$ cat src/rtl/tmrcmp_pkg.sv
package tmrcmp_pkg;

  typedef enum logic [1:0] {
    RES_NOMATCH = 2'd0,
    RES_UNDEF   = 2'd1,
    RES_TRAP    = 2'd2,
    RES_GRANT   = 2'd3
  } res_e;

  typedef enum logic [2:0] {
    SEL_NONE     = 3'd0,
    SEL_SEC_HYP  = 3'd1,
    SEL_NS_HYP   = 3'd2,
    SEL_EL0_PHYS = 3'd3,
    SEL_MEM      = 3'd4
  } sel_e;

  typedef struct packed {
    res_e       res;
    sel_e       sel;
    logic [1:0] tgt_el;
  } verdict_t;

endpackage

$ cat src/rtl/tmrcmp_enc_match.sv
module tmrcmp_enc_match #(
  parameter logic [1:0] OP0 = 2'd3,
  parameter logic [2:0] OP1 = 3'd3,
  parameter logic [3:0] CRN = 4'd14,
  parameter logic [3:0] CRM = 4'd2,
  parameter logic [2:0] OP2 = 3'd2
) (
  input  logic [1:0] op0_i,
  input  logic [2:0] op1_i,
  input  logic [3:0] crn_i,
  input  logic [3:0] crm_i,
  input  logic [2:0] op2_i,
  output logic       hit_o
);
  localparam int KEY_W = 16;
  localparam logic [KEY_W-1:0] KEY = {OP0, OP1, CRN, CRM, OP2};

  logic [KEY_W-1:0] key_in;
  assign key_in = {op0_i, op1_i, crn_i, crm_i, op2_i};
  assign hit_o  = (key_in == KEY);
endmodule

$ cat src/rtl/tmrcmp_sechyp_rules.sv
module tmrcmp_sechyp_rules
  import tmrcmp_pkg::*;
(
  input  logic [1:0] el_i,
  input  logic       secure_i,
  input  logic       sel2_impl_i,
  input  logic       sel2_en_i,
  input  logic       nv0_i,
  output verdict_t   v_o
);
  always_comb begin
    v_o = '{res: RES_UNDEF, sel: SEL_NONE, tgt_el: 2'd0};
    if (sel2_impl_i) begin
      unique case (el_i)
        2'd0: ;
        2'd1: if (secure_i && nv0_i)
                v_o = '{res: RES_TRAP, sel: SEL_NONE, tgt_el: 2'd2};
        2'd2: if (secure_i)
                v_o = '{res: RES_GRANT, sel: SEL_SEC_HYP, tgt_el: 2'd0};
        default: if (sel2_en_i)
                v_o = '{res: RES_GRANT, sel: SEL_SEC_HYP, tgt_el: 2'd0};
      endcase
    end
  end
endmodule

$ cat src/rtl/tmrcmp_alias_rules.sv
module tmrcmp_alias_rules
  import tmrcmp_pkg::*;
(
  input  logic [1:0] el_i,
  input  logic       secure_i,
  input  logic       sel2_impl_i,
  input  logic       el2_en_i,
  input  logic       host_el2_i,
  input  logic       tge_i,
  input  logic [2:0] nv_i,
  input  logic       kctl_el0_ten_i,
  input  logic       hctl_el1_pcen_i,
  input  logic       hctl_el1_ten_i,
  input  logic       hctl_el0_ten_i,
  output verdict_t   v_o
);
  logic host_el0;
  sel_e host_sel;

  assign host_el0 = host_el2_i & tge_i;

  // Selector used when host mode routes the alias to a hypervisor register
  always_comb begin
    if (secure_i && sel2_impl_i) host_sel = SEL_SEC_HYP;
    else if (!secure_i)          host_sel = SEL_NS_HYP;
    else                         host_sel = SEL_EL0_PHYS;
  end

  always_comb begin
    v_o = '{res: RES_GRANT, sel: SEL_EL0_PHYS, tgt_el: 2'd0};
    unique case (el_i)
      2'd0: begin
        if (!host_el0 && !kctl_el0_ten_i)
          v_o = '{res: RES_TRAP, sel: SEL_NONE,
                  tgt_el: (el2_en_i && tge_i) ? 2'd2 : 2'd1};
        else if (el2_en_i && !host_el2_i && !hctl_el1_pcen_i)
          v_o = '{res: RES_TRAP, sel: SEL_NONE, tgt_el: 2'd2};
        else if (host_el2_i && !tge_i && !hctl_el1_ten_i)
          v_o = '{res: RES_TRAP, sel: SEL_NONE, tgt_el: 2'd2};
        else if (host_el0 && !hctl_el0_ten_i)
          v_o = '{res: RES_TRAP, sel: SEL_NONE, tgt_el: 2'd2};
        else if (host_el0)
          v_o = '{res: RES_GRANT, sel: host_sel, tgt_el: 2'd0};
      end
      2'd1: begin
        if (el2_en_i && !host_el2_i && !hctl_el1_pcen_i)
          v_o = '{res: RES_TRAP, sel: SEL_NONE, tgt_el: 2'd2};
        else if (host_el2_i && !hctl_el1_ten_i)
          v_o = '{res: RES_TRAP, sel: SEL_NONE, tgt_el: 2'd2};
        else if (nv_i == 3'b111)
          v_o = '{res: RES_GRANT, sel: SEL_MEM, tgt_el: 2'd0};
      end
      2'd2: begin
        if (host_el2_i)
          v_o = '{res: RES_GRANT, sel: host_sel, tgt_el: 2'd0};
      end
      default: ;
    endcase
  end
endmodule

$ cat src/rtl/tmrcmp_access_decoder.sv
module tmrcmp_access_decoder
  import tmrcmp_pkg::*;
#(
  parameter int SYND_W = 6,
  parameter int OFF_W  = 12,
  parameter logic [SYND_W-1:0] TRAP_CLASS = 6'h18,
  parameter logic [OFF_W-1:0]  MEM_OFFSET = 12'h178
) (
  input  logic              clk,
  input  logic              rst,
  input  logic [1:0]        enc_op0_i,
  input  logic [2:0]        enc_op1_i,
  input  logic [3:0]        enc_crn_i,
  input  logic [3:0]        enc_crm_i,
  input  logic [2:0]        enc_op2_i,
  input  logic              wr_i,
  input  logic [1:0]        el_i,
  input  logic              secure_i,
  input  logic              sel2_impl_i,
  input  logic              sel2_en_i,
  input  logic              el2_en_i,
  input  logic              host_el2_i,
  input  logic              tge_i,
  input  logic [2:0]        nv_i,
  input  logic              kctl_el0_ten_i,
  input  logic              hctl_el1_pcen_i,
  input  logic              hctl_el1_ten_i,
  input  logic              hctl_el0_ten_i,
  output logic [1:0]        res_o,
  output logic [2:0]        sel_o,
  output logic [1:0]        trap_el_o,
  output logic [SYND_W-1:0] trap_class_o,
  output logic [OFF_W-1:0]  mem_off_o,
  output logic              wr_o
);
  logic     sec_hit, alias_hit;
  verdict_t v_sec, v_alias, v_next, v_q;
  logic [SYND_W-1:0] class_q;
  logic [OFF_W-1:0]  off_q;
  logic              wr_q;

  tmrcmp_enc_match #(.OP0(2'd3), .OP1(3'd4), .CRN(4'd14), .CRM(4'd5), .OP2(3'd2)) sec_match_i (
    .op0_i(enc_op0_i), .op1_i(enc_op1_i), .crn_i(enc_crn_i),
    .crm_i(enc_crm_i), .op2_i(enc_op2_i), .hit_o(sec_hit));

  tmrcmp_enc_match #(.OP0(2'd3), .OP1(3'd3), .CRN(4'd14), .CRM(4'd2), .OP2(3'd2)) alias_match_i (
    .op0_i(enc_op0_i), .op1_i(enc_op1_i), .crn_i(enc_crn_i),
    .crm_i(enc_crm_i), .op2_i(enc_op2_i), .hit_o(alias_hit));

  tmrcmp_sechyp_rules sec_rules_i (
    .el_i(el_i), .secure_i(secure_i), .sel2_impl_i(sel2_impl_i),
    .sel2_en_i(sel2_en_i), .nv0_i(nv_i[0]), .v_o(v_sec));

  tmrcmp_alias_rules alias_rules_i (
    .el_i(el_i), .secure_i(secure_i), .sel2_impl_i(sel2_impl_i),
    .el2_en_i(el2_en_i), .host_el2_i(host_el2_i), .tge_i(tge_i), .nv_i(nv_i),
    .kctl_el0_ten_i(kctl_el0_ten_i), .hctl_el1_pcen_i(hctl_el1_pcen_i),
    .hctl_el1_ten_i(hctl_el1_ten_i), .hctl_el0_ten_i(hctl_el0_ten_i),
    .v_o(v_alias));

  always_comb begin
    if (sec_hit)        v_next = v_sec;
    else if (alias_hit) v_next = v_alias;
    else                v_next = '{res: RES_NOMATCH, sel: SEL_NONE, tgt_el: 2'd0};
  end

  always_ff @(posedge clk) begin
    if (rst) begin
      v_q     <= '{res: RES_NOMATCH, sel: SEL_NONE, tgt_el: 2'd0};
      class_q <= '0;
      off_q   <= '0;
      wr_q    <= 1'b0;
    end else begin
      v_q     <= v_next;
      class_q <= (v_next.res == RES_TRAP) ? TRAP_CLASS : '0;
      off_q   <= (v_next.sel == SEL_MEM) ? MEM_OFFSET : '0;
      wr_q    <= wr_i;
    end
  end

  assign res_o        = v_q.res;
  assign sel_o        = v_q.sel;
  assign trap_el_o    = v_q.tgt_el;
  assign trap_class_o = class_q;
  assign mem_off_o    = off_q;
  assign wr_o         = wr_q;

  assert_nomatch_R1: assert property (@(posedge clk) disable iff (rst)
    (!sec_hit && !alias_hit) |=> (res_o == 2'd0 && sel_o == 3'd0));

  assert_sec_el0_undef_R2: assert property (@(posedge clk) disable iff (rst)
    (sec_hit && el_i == 2'd0) |=> (res_o == 2'd1));

  assert_alias_el3_R9: assert property (@(posedge clk) disable iff (rst)
    (alias_hit && el_i == 2'd3) |=> (res_o == 2'd3 && sel_o == 3'd3));

  assert_mem_offset_R7: assert property (@(posedge clk) disable iff (rst)
    (sel_o == 3'd4) |-> (mem_off_o == MEM_OFFSET && res_o == 2'd3));

  assert_trap_class_R10: assert property (@(posedge clk) disable iff (rst)
    (res_o == 2'd2) |-> (trap_class_o == TRAP_CLASS && trap_el_o != 2'd0 && sel_o == 3'd0));

  assert_dir_echo_R11: assert property (@(posedge clk) disable iff (rst)
    1'b1 |=> (wr_o == $past(wr_i)));
endmodule

$ cat config.mk
export PLATFORM = sky130hd
export DESIGN_NAME = tmrcmp_access_decoder
export DESIGN_NICKNAME = d
export VERILOG_FILES = /design/src/rtl/tmrcmp_pkg.sv /design/src/rtl/tmrcmp_enc_match.sv /design/src/rtl/tmrcmp_sechyp_rules.sv /design/src/rtl/tmrcmp_alias_rules.sv /design/src/rtl/tmrcmp_access_decoder.sv
export SDC_FILE = /design/constraint.sdc
export NUM_CORES = 1
export LEC_CHECK = 0
export BUFFER_PORTS_ARGS = -buffer_cell sky130_fd_sc_hd__buf_4
export CAP_MARGIN = 20
export CORE_MARGIN = 10
export CORE_UTILIZATION = 33
export CTS_CLUSTER_SIZE = 40
export DETAILED_ROUTE_END_ITERATION = 7
export PLACE_DENSITY_LB_ADDON = 0.3
export SLEW_MARGIN = 20
export SYNTH_ARGS = -nofsm -noshare
export SYNTH_HDL_FRONTEND = slang
export SYNTH_SLANG_ARGS = --single-unit
export TNS_END_PERCENT = 30
$ cat constraint.sdc
create_clock -name clk -period 1.7 [get_ports clk]
set_clock_uncertainty 0.2 [all_clocks]
set_input_delay 0.34 -clock clk [delete_from_list [all_inputs] [get_ports clk]]
set_output_delay 0.34 -clock clk [all_outputs]
set_load 0.005 [all_outputs]
== After elaboration in Yosys (flattened, before gate mapping) ==
Cells that the tools add are included.

* Memories: 0
* Bits in read-only memories: 0
* RAM bits: 0
* Bits in latches: 0
* Output and inout bits: 26
* Register bits after elaboration: 26

* Bitwise logic cells: 1
* Order comparisons: 0
* Add/sub/neg operators: 0
* Shifts and indexed selects: 0
* Mux-type cells: 22
* Eq/ne operators: 7
* Div/mod/pow operators: 0
* Reduce and logical (&&, ||, !) cells: 18
* $mul: 0

{| class="wikitable"
|+ Operators by type and width
! cell !! number
|-
| $mux 7 || 12
|-
| $pmux 7 s3 || 2
|-
| $eq 16x16->1 const B || 2
|-
| $mux 5 || 4
|-
| $logic_and 1x1->1 || 10
|-
| $mux 9 || 1
|-
| $logic_not 1->1 || 7
|-
| $eq 3x3->1 const B || 2
|-
| $eq 2x2->1 const B || 2
|-
| $mux 3 || 1
|-
| $eq 2x1->1 const B || 1
|-
| $logic_not 2->1 || 1
|-
| $mux 2 || 1
|-
| $and 1x1->1 || 1
|-
| $mux 1 || 1
|}

== Depth between registers and ports, before layout ==
* Depth in word-level cells: 12
* Mapped depth: 6
* Depth with buffers taken out: 5

== Hierarchy ==
From an unflattened synthesis, not the netlist that was laid out.

* Cells, all modules: 101
* Area total of the unflattened synthesis: 868.3 sq um

{| class="wikitable"
|+ Modules (own cells, without submodules)
! module !! sequential area each (sq um) !! area an instance (sq um) !! instances !! cells an instance
|-
| tmrcmp_access_decoder || 200.2 || 498.0 || 1 || 53
|-
| tmrcmp_alias_rules || 0.0 || 175.2 || 1 || 27
|-
| tmrcmp_enc_match || 0.0 || 55.1 || 2 || 5
|-
| tmrcmp_sechyp_rules || 0.0 || 85.1 || 1 || 11
|}

== Least setup slack after synthesis ==
Ideal clock, no wire load.

* Path kind: input to register
* Start: input el_i[1]
* End: register v_q (netlist bit res_o[1])
* Stages on the path: 5
* Arrival time: 1.453 ns
* Slack: -0.023 ns
* Buffers on the path: 1
* Cell sequence: buf_6 > and3b_1 > or4b_1 > or2_1 > a21boi_1

* Longest elaborated chain between the ends: 4
* Elaborated cells on any way between the ends: 8

{| class="wikitable"
|+ RTL lines
! item !! RTL line !! RTL
|-
| start, declared || tmrcmp_access_decoder.sv:17 || <nowiki>input logic [1:0] el_i,</nowiki>
|-
| $eq 2x2->1 (tied with other cells) || tmrcmp_sechyp_rules.sv:14, tmrcmp_alias_rules.sv:31 ||
|-
| $pmux 7 s3 (on tied branches) || tmrcmp_alias_rules.sv:31, tmrcmp_sechyp_rules.sv:14 ||
|-
| $mux 7 (on tied branches) || tmrcmp_access_decoder.sv:63, tmrcmp_sechyp_rules.sv:13 ||
|-
| $mux 7 * || tmrcmp_access_decoder.sv:62 || <nowiki>if (sec_hit) v_next = v_sec;</nowiki>
|-
| end signal, assigned || tmrcmp_access_decoder.sv:69 || <nowiki>v_q <= '{res: RES_NOMATCH, sel: SEL_NONE, tgt_el: 2'd0};</nowiki>
|-
| end signal, assigned || tmrcmp_access_decoder.sv:74 || <nowiki>v_q <= v_next;</nowiki>
|-
| end, declared || tmrcmp_access_decoder.sv:37 || <nowiki>verdict_t v_sec, v_alias, v_next, v_q;</nowiki>
|}

Every way passes the cells marked *; elsewhere a longest branch is shown, timed or not.
A chain may end at the register's enable or synchronous reset.

== Worst setup path after layout ==
* Start: input enc_crm_i[1]
* End: register class_q[3], in the netlist trap_class_o[3]

* Longest elaborated chain between the ends: 5
* Elaborated cells on any way between the ends: 6

{| class="wikitable"
|+ RTL lines
! item !! RTL line !! RTL
|-
| start, declared || tmrcmp_access_decoder.sv:14 || <nowiki>input logic [3:0] enc_crm_i,</nowiki>
|-
| $eq 16x16->1 || tmrcmp_enc_match.sv:20 || <nowiki>assign hit_o = (key_in == KEY);</nowiki>
|-
| $mux 7 || tmrcmp_access_decoder.sv:63 || <nowiki>else if (alias_hit) v_next = v_alias;</nowiki>
|-
| $mux 7 * || tmrcmp_access_decoder.sv:62 ||
|-
| $eq 2x2->1 * || tmrcmp_access_decoder.sv:75 || <nowiki>class_q <= (v_next.res == RES_TRAP) ? TRAP_CLASS : '0;</nowiki>
|-
| $mux 5 * || tmrcmp_access_decoder.sv:75 ||
|-
| end signal, assigned || tmrcmp_access_decoder.sv:75 ||
|-
| end, declared || tmrcmp_access_decoder.sv:38 || <nowiki>logic [SYND_W-1:0] class_q;</nowiki>
|}

Marked as above.

==> results by group <==
Run status
  • Status: complete, no violations

Critical path
  • WS Path Type: input pin to flip-flop
  • Crit path DAT: between 1500 and 2000 ps
  • Worst Path Max Fanout: 3
  • Crit end category: flip-flop
  • Crit start category: input pin
  • Crit path required time: between 1500 and 2000 ps

CTS
  • CTS tree: yes
  • Clock root cell: clkbuf_4
  • H-tree levels: 1
  • CTS Sinks: 10
  • Clock Pin Slew Worst Setup and Hold Paths: 70 ps
  • Clk buf depth: 2
  • CTS Buf Count: 3
  • Post-CTS Setup Inserts: 0
  • Cts repair resizes: 0
  • Hold_buf cts: 0

STA
  • Fin Setup TNS: 0 ps
  • RSZ-0062 raised after global routing: no
  • Min Tclk post-route: approximately 1500 ps
  • Setup violations, final: 0
  • Period utilization: 0.908
  • Count of final hold-check violations: 0
  • Slew Viols, Final: 0
  • Max Fclk: about 0.65 GHz

Min path
  • Hold path endpoint: wr_o$_SDFF_PP0_
  • WHS Path Cells: 2
  • HP Class: input pin to flip-flop
  • Min-delay src: rst

Flow run
  • Max-cap check violation count: 0

Logic synthesis
  • Syn Inst Count: around 90
  • Post-synthesis register bit count: 10
  • Mapped Area: 698 um2
  • Asr flop ratio synth: 0
  • Sequential element share of the synthesized area: 0.287
  • Post-synth EDFFs: 0
  • Mean area per synthesized cell: about 8 um2
  • Yosys top cell area share: 0.287
  • Prevailing post-synth register cell: dfxtp_1
  • Top cells by area, synth: dfxtp_1, buf_4, o21ai_0
  • Yosys cell types: 30
  • Synth warn: 0
  • Dominant cell type by area after synthesis: dfxtp_1

Power and ir drop
  • Total leakage power: a little over 0.5 nW
  • NetSw: between 100 and 150 uW
  • Max VDD drop: between 0.00015 and 0.0002 V
  • Sequential Power Share: 0.413
  • Pwr dens: 524 nW/um2
  • Clk pwr share: 0.366
  • Comb power frac: 0.221
  • Int Power: between 400 and 500 uW
  • Sw Share: 0.227
  • Design Power: approximately 570 uW

Route
  • # DRC: 0
  • Routed WL per cell: between 10 and 15 um
  • Vias per cell: 4.73
  • Drt pass-1 iters: 4
  • DRT Wirelength: around 2200 um
  • Via count: between 700 and 800
  • DR iter-0 viols: 24
  • Detail Route Antenna Nets: 0

Cells and area
  • Area added between synthesis and finish: 55.7%
  • Design Area, Final: around 1100 um2
  • Nets: 176
  • N_diodes: 0
  • Fillers: between 150 and 200
  • Layout cell share with drive strength beyond 1: 0.418
  • Multi-input logic area: just over 400 um2
  • Register area: approximately 200 um2

Die
  • Rows: 16
  • # IOs: 60
  • Chip Width: between 60 and 70 um
  • Die area: around 4400 um2
  • Starting Density: 0.352
  • CORE AREA: 1980 um2
  • Die height: ~66 um

Placed design
  • Routability cong.: 0.741
  • Detail Placement HPWL: just under 2000 um
  • Port Buf Inserts: 48
  • Area after DPL: around 1100 um2

GRT
  • Vias in the first global route: 779
  • Initial antenna violation count: 0
  • Gr usage total: 0.0962
  • Global route total overflow: 0
  • Largest net degree at the start of global routing: 9
  • First-pass GRT wire length: about 3500 um
## worst max-delay path: stages
cell and delay (ps):
buf_4 110, nand2b_1 150, or4b_1 530, or2_1 250, a21oi_1 140
## power groups by stage
stage | registers [mW] | clock network (mW) | logic (mW)
final | 0.236 | 0.208 | 0.126
after global routing | 0.236 | 0.227 | 0.139
after CTS | 0.236 | 0.214 | 0.125
after detailed placement | 0.241 | 0 | 0.124
after global placement | 0.241 | 0 | 0.122
after floorplan | 0.241 | 0 | 0.0607
## cell usage after synthesis (all sizes together), types with 2 or more instances
| master | instances |
|---|---|
| dfxtp | 10 |
| buf | 17 |
| nand2 | 8 |
| o21a | 2 |
| nand3 | 4 |
| a21o | 2 |
| o21ai | 9 |
| a31oi | 2 |
| nor4 | 3 |
| and3b | 2 |
| a21oi | 2 |
| nand2b | 5 |
| a21boi | 3 |
| nor2 | 6 |
## flip-flops by register name (all words and copies together), names as in the netlist
register	cells
mem_off_o	1
sel_o	3
wr_o	1
res_o	2
trap_el_o	2
trap_class_o	1
## cell families (layout without fill, tap and decap cells)
| group | count (synthesis) | after routing | synth area share |
|---|---|---|---|
| AO/OA/AOI/OAI | 21 | 21 | 0.183 |
| buffers and inverters | 17 | 59 | 0.188 |
| flip-flops | 10 | 10 | 0.287 |
| other | 1 | 11 | 0.00537 |
| AND/OR/NAND/NOR | 40 | 40 | 0.337 |
## stage by stage
stage / setup slack (ps) / std cells / util / hold slack, ps
floorplan: -2.30 / 99 / - / 212
global placement: -88.7 / 164 / 0.530 / 310
detailed placement: -101 / 164 / 0.530 / 312
CTS: 169 / 168 / 0.549 / 32.7
global route: 70.6 / 168 / 0.549 / 38.9
finish: 157 / 168 / 0.549 / 33.6
## worst max-delay path by stage
stage | startpoint | endpoint
after floorplan | el_i[1] | sel_o[0]$_SDFF_PP0_
after global placement | enc_crm_i[1] | trap_class_o[3]$_SDFF_PP0_
after detailed placement | enc_crm_i[1] | trap_class_o[3]$_SDFF_PP0_
after CTS | enc_crm_i[1] | trap_class_o[3]$_SDFF_PP0_
after global routing | host_el2_i | sel_o[1]$_SDFF_PP0_
final | enc_crm_i[1] | trap_class_o[3]$_SDFF_PP0_
## placed cells by master (no fill, tap or decap)
cell type,count
clkbuf_8,1
nand3_1,4
a21boi_1,1
a22oi_1,1
buf_4,55
nand3b_1,1
or2_1,1
or3_1,1
and3b_1,2
a21o_1,2
nor4_1,3
nor4b_1,1
nand2b_1,5
nor2b_1,1
nor4bb_1,1
or4b_1,1
or3b_1,1
dfxtp_1,10
nand4_1,1
nor2_1,6
and4_1,1
clkbuf_4,3
o21a_1,2
o21ai_0,9
nand2_1,8
a21oi_1,2
nand4bb_1,1
a31oi_1,2
conb_1,11
a21boi_0,2
nor3_1,1
## final cells by class
| cell class | instances | share of cell area |
|---|---|---|
| multi-input combinational | 72 | 0.372 |
| sequential | 10 | 0.184 |
| tap | 27 | 0.0311 |
| clock buffer | 4 | 0.0334 |
| timing repair buffer | 55 | 0.380 |
## layer usage
metal / routed length [um] / vias up / track usage
li1: - / 401 / -
met1: 895 / 350 / 0.0990
met2: 1050 / 42 / 0.171
met3: 224 / 2 / 0.0305
met4: 10 / 0 / 0.0471
met5: 0 / - / 0
Note: power is estimated with default switching activity, not from simulation.
